**config.mk**
```make
export PLATFORM = sky130hd
export DESIGN_NAME = io_port_ctrl
export DESIGN_NICKNAME = d
export VERILOG_FILES = /design/src/rtl/io_port_pkg.sv /design/src/rtl/io_port_latch.sv /design/src/rtl/io_port_auto.sv /design/src/rtl/io_port_pindir.sv /design/src/rtl/io_irq_sync.sv /design/src/rtl/io_port_ctrl.sv
export SDC_FILE = /design/constraint.sdc
export NUM_CORES = 1
export LEC_CHECK = 0
export BUFFER_PORTS_ARGS = -buffer_cell sky130_fd_sc_hd__buf_2
export CAP_MARGIN = 25
export CORE_AREA = 2 2 74 62
export CTS_CLUSTER_SIZE = 10
export DETAILED_ROUTE_END_ITERATION = 6
export DIE_AREA = 0 0 76 64
export PLACE_DENSITY = 0.66
export RECOVER_POWER = 50
export SLEW_MARGIN = 20
export SYNTH_ARGS = -nofsm -noshare
export SYNTH_HDL_FRONTEND = slang
export SYNTH_SLANG_ARGS = --single-unit
```
**constraint.sdc**
```tcl
create_clock -name clk -period 1.5 [get_ports clk]
set_input_delay 0.075 -clock clk [delete_from_list [all_inputs] [get_ports clk]]
set_output_delay 0.075 -clock clk [all_outputs]
set_load 0.005 [all_outputs]
```
**src/rtl/io_port_pkg.sv**
```systemverilog
package io_port_pkg;
  localparam int PW    = 4;
  localparam int NSCAN = 2;
  localparam int ODW   = 2;

  typedef enum logic [2:0] {
    PID_KEY   = 3'd0,
    PID_SCAN0 = 3'd1,
    PID_SCAN1 = 3'd2,
    PID_AUTO  = 3'd3,
    PID_PIN   = 3'd4,
    PID_GEN   = 3'd5,
    PID_OD    = 3'd6,
    PID_NONE  = 3'd7
  } port_id_e;

  typedef enum logic [2:0] {
    OP_READ  = 3'd0,
    OP_TST1  = 3'd1,
    OP_TST0  = 3'd2,
    OP_WRITE = 3'd3,
    OP_SET   = 3'd4,
    OP_CLR   = 3'd5,
    OP_RSV6  = 3'd6,
    OP_RSV7  = 3'd7
  } op_e;

  function automatic logic is_in_op(op_e o);
    return (o == OP_READ) || (o == OP_TST1) || (o == OP_TST0);
  endfunction

  function automatic logic is_out_op(op_e o);
    return (o == OP_WRITE) || (o == OP_SET) || (o == OP_CLR);
  endfunction
endpackage

```
**src/rtl/io_port_latch.sv**
```systemverilog
module io_port_latch
  import io_port_pkg::*;
#(
  parameter int W = 4,
  parameter logic [W-1:0] RST = '0
) (
  input  logic         clk,
  input  logic         rst_n,
  input  logic         we,
  input  op_e          op,
  input  logic [W-1:0] data,
  output logic [W-1:0] q
);
  always_ff @(posedge clk) begin
    if (!rst_n) begin
      q <= RST;
    end else if (we) begin
      case (op)
        OP_WRITE: q <= data;
        OP_SET:   q <= q | data;
        OP_CLR:   q <= q & ~data;
        default:  q <= q;
      endcase
    end
  end
endmodule

```
**src/rtl/io_port_auto.sv**
```systemverilog
module io_port_auto
  import io_port_pkg::*;
#(
  parameter int W = 4
) (
  input  logic         clk,
  input  logic         rst_n,
  input  logic         standby,
  input  logic         sel,
  input  op_e          op,
  input  logic [W-1:0] data,
  output logic [W-1:0] q,
  output logic [W-1:0] oe
);
  logic drive_q;

  io_port_latch #(.W(W)) u_latch (
    .clk(clk), .rst_n(rst_n), .we(sel && is_out_op(op)),
    .op(op), .data(data), .q(q)
  );

  // One direction flop for the whole port: the bits cannot disagree.
  always_ff @(posedge clk) begin
    if (!rst_n)                    drive_q <= 1'b0;
    else if (sel && is_out_op(op)) drive_q <= 1'b1;
    else if (sel && is_in_op(op))  drive_q <= 1'b0;
  end

  assign oe = {W{drive_q & ~standby}};
endmodule

```
**src/rtl/io_port_pindir.sv**
```systemverilog
module io_port_pindir
  import io_port_pkg::*;
#(
  parameter int W = 4
) (
  input  logic         clk,
  input  logic         rst_n,
  input  logic         standby,
  input  logic         sel,
  input  op_e          op,
  input  logic [W-1:0] data,
  input  logic         dir_wr,
  input  logic [W-1:0] dir_data,
  output logic [W-1:0] q,
  output logic [W-1:0] oe
);
  logic [W-1:0] dir_q;

  io_port_latch #(.W(W)) u_latch (
    .clk(clk), .rst_n(rst_n), .we(sel && is_out_op(op)),
    .op(op), .data(data), .q(q)
  );

  always_ff @(posedge clk) begin
    if (!rst_n)      dir_q <= '0;
    else if (dir_wr) dir_q <= dir_data;
  end

  assign oe = dir_q & {W{~standby}};
endmodule

```
**src/rtl/io_irq_sync.sv**
```systemverilog
module io_irq_sync (
  input  logic clk,
  input  logic rst_n,
  input  logic standby,
  input  logic en,
  input  logic pin,
  output logic req
);
  logic meta_q, sync_q, last_q;

  // Idle level is high, so reset to 1 to avoid a false edge.
  always_ff @(posedge clk) begin
    if (!rst_n) begin
      meta_q <= 1'b1;
      sync_q <= 1'b1;
      last_q <= 1'b1;
    end else begin
      meta_q <= pin;
      sync_q <= meta_q;
      last_q <= sync_q;
    end
  end

  assign req = last_q & ~sync_q & en & ~standby;
endmodule

```
**src/rtl/io_port_ctrl.sv**
```systemverilog
module io_port_ctrl
  import io_port_pkg::*;
#(
  parameter int W = io_port_pkg::PW
) (
  input  logic                 clk,
  input  logic                 rst_n,
  input  logic                 standby,
  input  logic                 op_valid,
  input  logic [2:0]           op_port,
  input  logic [2:0]           op_code,
  input  logic [W-1:0]         op_data,
  input  logic                 dir_wr,
  input  logic [W-1:0]         dir_data,
  output logic [W-1:0]         rd_data,
  output logic                 tst_hit,
  input  logic [W-1:0]         key_in,
  input  logic [W-1:0]         gen_in,
  input  logic                 irq_en,
  output logic                 irq_req,
  input  logic [W-1:0]         e_in,
  output logic [W-1:0]         e_out,
  output logic [W-1:0]         e_oe,
  input  logic [W-1:0]         f_in,
  output logic [W-1:0]         f_out,
  output logic [W-1:0]         f_oe,
  output logic [NSCAN*W-1:0]   scan_out,
  output logic [NSCAN-1:0]     scan_oe,
  input  logic [ODW-1:0]       pwm_sel,
  input  logic [ODW-1:0]       pwm_in,
  output logic [ODW-1:0]       od_pull
);
  localparam int IRQ_BIT = W - 1;

  port_id_e     pid;
  op_e          opc;
  logic [ODW-1:0] od_q;
  logic [W-1:0] sel_val;

  assign pid = port_id_e'(op_port);
  assign opc = op_e'(op_code);

  io_port_auto #(.W(W)) u_auto (
    .clk(clk), .rst_n(rst_n), .standby(standby),
    .sel(op_valid && pid == PID_AUTO), .op(opc), .data(op_data),
    .q(e_out), .oe(e_oe)
  );

  io_port_pindir #(.W(W)) u_pin (
    .clk(clk), .rst_n(rst_n), .standby(standby),
    .sel(op_valid && pid == PID_PIN), .op(opc), .data(op_data),
    .dir_wr(dir_wr), .dir_data(dir_data), .q(f_out), .oe(f_oe)
  );

  for (genvar i = 0; i < NSCAN; i++) begin : g_scan
    io_port_latch #(.W(W)) u_scan (
      .clk(clk), .rst_n(rst_n),
      .we(op_valid && op_port == 3'(int'(PID_SCAN0) + i) && is_out_op(opc)),
      .op(opc), .data(op_data), .q(scan_out[i*W +: W])
    );
    assign scan_oe[i] = ~standby;
  end

  io_port_latch #(.W(ODW)) u_od (
    .clk(clk), .rst_n(rst_n),
    .we(op_valid && pid == PID_OD && is_out_op(opc)),
    .op(opc), .data(op_data[ODW-1:0]), .q(od_q)
  );

  for (genvar b = 0; b < ODW; b++) begin : g_od
    assign od_pull[b] = ~standby & (pwm_sel[b] ? pwm_in[b] : od_q[b]);
  end

  io_irq_sync u_irq (
    .clk(clk), .rst_n(rst_n), .standby(standby),
    .en(irq_en), .pin(gen_in[IRQ_BIT]), .req(irq_req)
  );

  always_comb begin
    case (pid)
      PID_KEY:   sel_val = key_in;
      PID_SCAN0: sel_val = scan_out[0 +: W];
      PID_SCAN1: sel_val = scan_out[W +: W];
      PID_AUTO:  sel_val = e_in;
      PID_PIN:   sel_val = f_in;
      PID_GEN:   sel_val = gen_in;
      PID_OD:    sel_val = W'(od_q);
      default:   sel_val = '0;
    endcase
  end

  assign rd_data = standby ? '0 : sel_val;

  always_comb begin
    case (opc)
      OP_TST1: tst_hit = op_valid && ((rd_data & op_data) == op_data);
      OP_TST0: tst_hit = op_valid && ((rd_data & op_data) == '0);
      default: tst_hit = 1'b0;
    endcase
  end
endmodule

```
-- Word level (Yosys, flattened, before mapping)
Cells that the tools add are included.
- bitwise logic cells: 22
- reductions and logical operators: 27
- equal/unequal tests: 12
- muxes and demuxes: 12
- operator list (kind ; number):
    4-bit case mux with 3 select lines ; 4
    4-bit case mux with 7 select lines ; 1
    4-bit AND ; 6
    4-bit bitwise OR ; 4
    3-bit equality test (second input constant) ; 5
    1-bit logical AND ; 13
    3-bit by 2-bit equality test with 1-bit output (second input constant) ; 4
    2-bit AND reduction ; 5
    1-bit AND ; 6
    3-bit by 1-bit equality test with 1-bit output (second input constant) ; 2
    3-bit logical NOT ; 2
    2-bit case mux with 3 select lines ; 1
    4-bit equality test ; 1
    4-bit logical NOT ; 1
    1-bit logical OR ; 4
    1-bit 2-to-1 mux ; 4
    4-bit 2-to-1 mux ; 1
    4-bit inverter ; 1
    3-bit nonzero test ; 1
    2-bit AND ; 1
    1-bit inverter ; 2
    2-bit inverter ; 1
    2-bit bitwise OR ; 1
    1-bit case mux with 2 select lines ; 1
    2-bit nonzero test ; 1
- bits of input ports: 40
- flip-flop bits (word level): 26
- output and inout bits: 34
- word-level logic and storage cells: 83

-- Longest topological paths before layout
- word-level depth: 7
- mapped depth: 8
- mapped depth without buffers: 6

-- By module
From an unflattened synthesis, not the netlist that was laid out.
- cell total of the unflattened synthesis: 219
- area total of the unflattened synthesis: 1813.0 µm²
- by module, submodules not included (module ; area each (µm²) ; cells an instance ; instances):
    io_port_latch at g_scan[0].u_scan ... ; 181.4 ; 22 ; 4
    io_port_ctrl ; 544.3 ; 74 ; 1
    io_port_pindir ; 201.4 ; 20 ; 1
    io_port_latch at u_od ; 143.9 ; 17 ; 1
    io_port_auto ; 106.4 ; 13 ; 1
    io_irq_sync ; 91.3 ; 7 ; 1

-- Least setup slack after synthesis
OpenSTA, ideal clock, no wires.
- path kind: reg2out
- start point: register g_scan[0].u_scan.q[0]
- end point: output tst_hit
- arrival: 1.282 ns
- cell stages (with the launch flop): 6
- slack: 0.143 ns
- cells stage by stage: dfxtp_1 mux4_2 nand2_1 a21oi_1 a221o_1 nand2_1
- word-level cells in the longest chain between the ends: 6
- RTL lines (item ; line ; source):
    start: declaration ; io_port_latch.sv:12 ; output logic [W-1:0] q
    start signal: assignment ; io_port_latch.sv:19 ; OP_WRITE: q <= data;
    start signal: assignment ; io_port_latch.sv:20 ; OP_SET: q <= q | data;
    start signal: assignment ; io_port_latch.sv:21 ; OP_CLR: q <= q & ~data;
    4-bit case mux with 7 select lines (*) ; io_port_ctrl.sv:80 ; case (pid)
    4-bit 2-to-1 mux (*) ; io_port_ctrl.sv:92 ; assign rd_data = standby ? '0 : sel_val;
    via rd_data[0] ; io_port_ctrl.sv:15 ; output logic [W-1:0] rd_data,
    4-bit AND (*) ; io_port_ctrl.sv:96, io_port_ctrl.sv:97 ;
    4-bit equality test / 4-bit logical NOT (equally long branches) ; io_port_ctrl.sv:96, io_port_ctrl.sv:97 ;
    1-bit logical AND, on equally long branches ; io_port_ctrl.sv:96, io_port_ctrl.sv:97 ;
    1-bit case mux with 2 select lines (*) ; io_port_ctrl.sv:95 ; case (opc)
    end: declaration ; io_port_ctrl.sv:16 ; output logic tst_hit,
The timed path passes the listed nets; every way through them passes the cells marked *.

-- Worst setup path after layout
- start point: register g_scan[0].u_scan.q[0]
- end point: output tst_hit
- word-level cells in the longest chain between the ends: 6
- RTL lines (item ; line):
    4-bit case mux with 7 select lines (*) ; io_port_ctrl.sv:80
    4-bit 2-to-1 mux (*) ; io_port_ctrl.sv:92
    4-bit AND (*) ; io_port_ctrl.sv:96, io_port_ctrl.sv:97
    4-bit equality test / 4-bit logical NOT (equally long branches) ; io_port_ctrl.sv:96, io_port_ctrl.sv:97
    1-bit logical AND, on equally long branches ; io_port_ctrl.sv:96, io_port_ctrl.sv:97
    1-bit case mux with 2 select lines (*) ; io_port_ctrl.sv:95
Every way passes the cells marked *; elsewhere a longest branch is shown, timed or not.

==> metrics.md <==
| Metric | Value |
|---|---|
| Result of the run | finished with violations |
| Failing checks | setup timing |
| Clock transition at the register clock pins on the worst setup and hold paths after CTS | 90 ps |
| Unrepaired setup endpoints after global routing | true |
| End of the critical path | tst_hit |
| Part of the power in registers | 48.4% |
| Longest Clk Path Bufs | 2 |
| Cells along the critical path | mux4_2 -> nand2_2 -> a21oi_2 -> a221o_1 -> nand2_1 -> buf_2 |
| WP data arrival | roughly 1700 ps |
| Initial core utilization | between 30 and 40% |
| Synthesized net count | 230 |
| Placed standard-cell area | roughly 0.0021 mm2 |
| Slack of the worst reg-to-reg path | 710 ps |
| Net switching power | 0.3864 mW |
| Slowest stage cell, crit path | mux4_2 |
| Class of the worst hold path | in -> reg |
| Final critical path time including I/O delays and setup | 1788 ps |
| Worst setup path startpoint | g_scan[0].u_scan.q[0]$_SDFFE_PN0P_ |
| Reg2reg path depth | 3 |
| Cell at the root of the clock tree | clkbuf_8 |
| Endpoint type of the worst setup path | output port |
| Clock net sink count | 26 |
| TritonCTS clock tree | yes |
| XOR/XNOR share of the synthesized area | 0% |
| Most used standard cells in the synthesized netlist | dfxtp_1 (26), nand2_1 (26), o21ai_0 (19) |
| Setup_tns | -360.3 ps |
| Total number of yosys warnings | 0 |
| Core footprint | 0.004073 mm2 |
| Number of maximum-capacitance violations | 0 |
| Routed vias | 1,646 |
| Final GP Congestion | 0.8363 |
| Total number of placement rows | 21 |
| Worst skew pair latency | around 280 ps |
| Max H-tree Level | 1 |
| DP Wirelength | 3.612 mm |
| Post-synthesis mux area share | 10.73% |
| Smallest setup slack after layout | -288.1 ps |
| Slew at the pin closest to its max-slew limit | around 1000 ps |
| Flop and latch count out of synthesis | 26 |
| Filler cell count in the final layout | 415 |
| Final-stage net count | 310 |
| Number of buffers inserted by port buffering | 73 |
| Cells on Worst Hold Path | 2 |
| Share of flip-flops with an asynchronous set or reset | 0% |
| Area fraction in and, or, nand and nor cells after synthesis | between 20% and 30% |
| Global-route wire length before repair | 7.693 mm |
| Max-slew violation total from the final report | 0 |
| Mapped Avg Cell Area | 8.409 um2 |
| Maximum vdd ir drop | 0.7269 mV |
| Slew Limit Headroom | 31.71% |
| Total GRT Usage | 19.79% |
| Fraction of post-synthesis cell area in the top cell type by area | 32.58% |
| Total power after layout | 1.468 mW |
| Total die area | roughly 0.0049 mm2 |
| Number of I/O pins | 74 |
| Initial antenna violation count | 0 |
| Final setup violation count | 2 |
| DRC violations left | 0 |
| Main combinational cell family by area after synthesis | simple AND/OR/NAND/NOR gates |
| Worst endpoint required time | 1420 ps |
| Final std cell area, no fill | 0.002125 mm2 |
| Die width | between 70 and 80 um |
| Detailed-router iteration count before antenna repair | 4 |
| Detail-routed via count per cell | 5.049 |
| Fraction of the mapped netlist area in compound gates | 24.12% |
| Final clock period utilization by the worst path | 119.2% |
| Area added between synthesis and finish | 32.97% |
| Number of global-route vias before repair | 1,578 |
| Unique masters post-synth | 47 |
| Net Sw Frac | 26.31% |
| Power share of the combinational group | 19.8% |
| Number of instances in the synthesized netlist | 190 |
| Crit Reg-Reg Endpoint | g_scan[0].u_scan.q[3]$_SDFFE_PN0P_ |
| CP peak stage delay | between 400 and 500 ps |
| Clock power frac | 31.8% |
| DRC marker count from the first detailed-route iteration | 110 |
| Worst setup SP type | flop |
| Post-route worst hold slack | 8.476 ps |
| Die Ht | 64 um |
| Critical-path maximum fanout | 3 |
| Leading post-synthesis cells by cell area | dfxtp_1 (33%), mux2i_1 (6.3%), nand2_1 (6.1%) |
| Internal power consumption | 1.082 mW |
| Sequential area share after synthesis | 32.58% |
| Synthesized area | around 0.0016 mm2 |
| Overall overflow remaining after global route | 0 |
| Post-detailed-routing wire length | 4.720 mm |
| FF-to-FF Start | g_scan[0].u_scan.q[3]$_SDFFE_PN0P_ |
| Critical setup path kind | reg -> out |
| Number of diodes | 0 |
| Final-report hold violation count | 0 |
| Dominant cell type by area after synthesis | dfxtp_1 |
| Power Density | 691.2 mW/mm2 |
| Number of buffers created by CTS | 3 |
| Dominant register cell in the synthesized netlist | dfxtp_1 |
| Maximum number of pins on one net before global-route repair | 27 |
| Number of enable-type register cells in the synthesized netlist | 0 |
| Synthesized-area fraction occupied by adder cells | 0% |
| Antenna Violating Nets Remaining | 0 |
| Average wire per standard cell | 14.48 um |
| Fraction of final layout cells sized beyond drive strength 1 | 38.29% |
| Fmax | 559.3 MHz |
| Final clock skew | a little under 0.09 ps |
| Reported leakage power | 0.9486 nW |
## per-layer routing
layer	GRT usage, %	wire length (um)	share of wire [%]
met5	0	0	0
met1	26.43	2258	48
met3	5.226	371	7.9
met4	5.000	32	0.68
met2	32.03	2058	44
## registers in the layout, summed over array words and instances (netlist names)
signal,cells
g_scan.u_scan.q,8
u_auto.drive_q,1
u_auto.u_latch.q,4
u_irq.last_q,1
u_irq.meta_q,1
u_irq.sync_q,1
u_od.q,2
u_pin.dir_q,4
u_pin.u_latch.q,4
## cell type report
type                    count  area [um2]  area share (%)
well taps                  57       71.32           3.357
repair buffers             89       479.2           22.56
clock buffers               4       55.05           2.591
inverters                   6       22.52           1.060
multi-input cells         144       975.9           45.94
flip-flops and latches     26       520.5           24.50
## worst max-delay path, delay by kind of cell, from the launching register on
kind | cells | cell delay [ps]
mux | 1 | 460
flops | 1 | 320
buf+inv | 1 | 110
simple gates | 2 | 160
compound gates | 2 | 400
## how the worst min path moves through the flow
stage / start / endpoint / slack [ps]
finish: gen_in[3] / u_irq.meta_q$_SDFF_PN1_ / 8
floorplan: rst_n / u_irq.last_q$_SDFF_PN1_ / 150
global route: gen_in[3] / u_irq.meta_q$_SDFF_PN1_ / 10
CTS: gen_in[3] / u_irq.meta_q$_SDFF_PN1_ / 4
detailed placement: gen_in[3] / u_irq.meta_q$_SDFF_PN1_ / 290
global placement: gen_in[3] / u_irq.meta_q$_SDFF_PN1_ / 290
## stage by stage
step                setup slack, ps  std cells  util, %
floorplan                     143.1        190        -
global placement             -47.82        322    50.72
detailed placement           -64.42        322    50.72
CTS                          -285.7        326    52.23
global route                 -364.9        326    52.17
finish                       -288.1        326    52.17
## power by group through the flow
| stage | logic, mW | clock network, mW | registers [mW] |
|---|---|---|---|
| 6_report | 0.291 | 0.467 | 0.710 |
| 5_1_grt | 0.319 | 0.498 | 0.712 |
| 4_1_cts | 0.289 | 0.478 | 0.710 |
| 3_5_place_dp | 0.284 | 0 | 0.726 |
| 3_3_place_gp | 0.281 | 0 | 0.726 |
| 2_1_floorplan | 0.157 | 0 | 0.725 |
## kinds of logic (layout without fill, tap and decap cells)
logic type / Yosys count / after routing
compound gates: 57 / 57
buf+inv: 20 / 99
flops: 26 / 26
mux: 15 / 15
simple gates: 72 / 72
## cell usage in the layout (no fill, tap or decap), drive strengths merged
cell type,count
buf,75
dfxtp,26
nand2,26
o21ai,21
a21boi,19
clkbuf,18
nor2,13
nor2b,10
mux2i,10
nand2b,7
inv,6
a21oi,6
mux2,4
or3,3
nand3b,2
nor4bb,2
o31ai,2
or4,2
o32a,1
a32oi,1
nand4b,1
o221ai,1
mux4,1
nand3,1
a22oi,1
a31oi,1
a21o,1
o211ai,1
a221o,1
or2,1
or4bb,1
o2111ai,1
and2b,1
and3b,1
and2,1
## timing repair
| action | in CTS | in global routing |
|---|---|---|
| gates resized for setup | 2 | 5 |
| pin swaps | 0 | 4 |
| buffers inserted | 0 | 1 |
| endpoints found under the setup margin | 3 | 4 |
| hold buffers | 0 | 0 |
| gates cloned | 0 | 0 |
(Power assumes the default switching activity.)
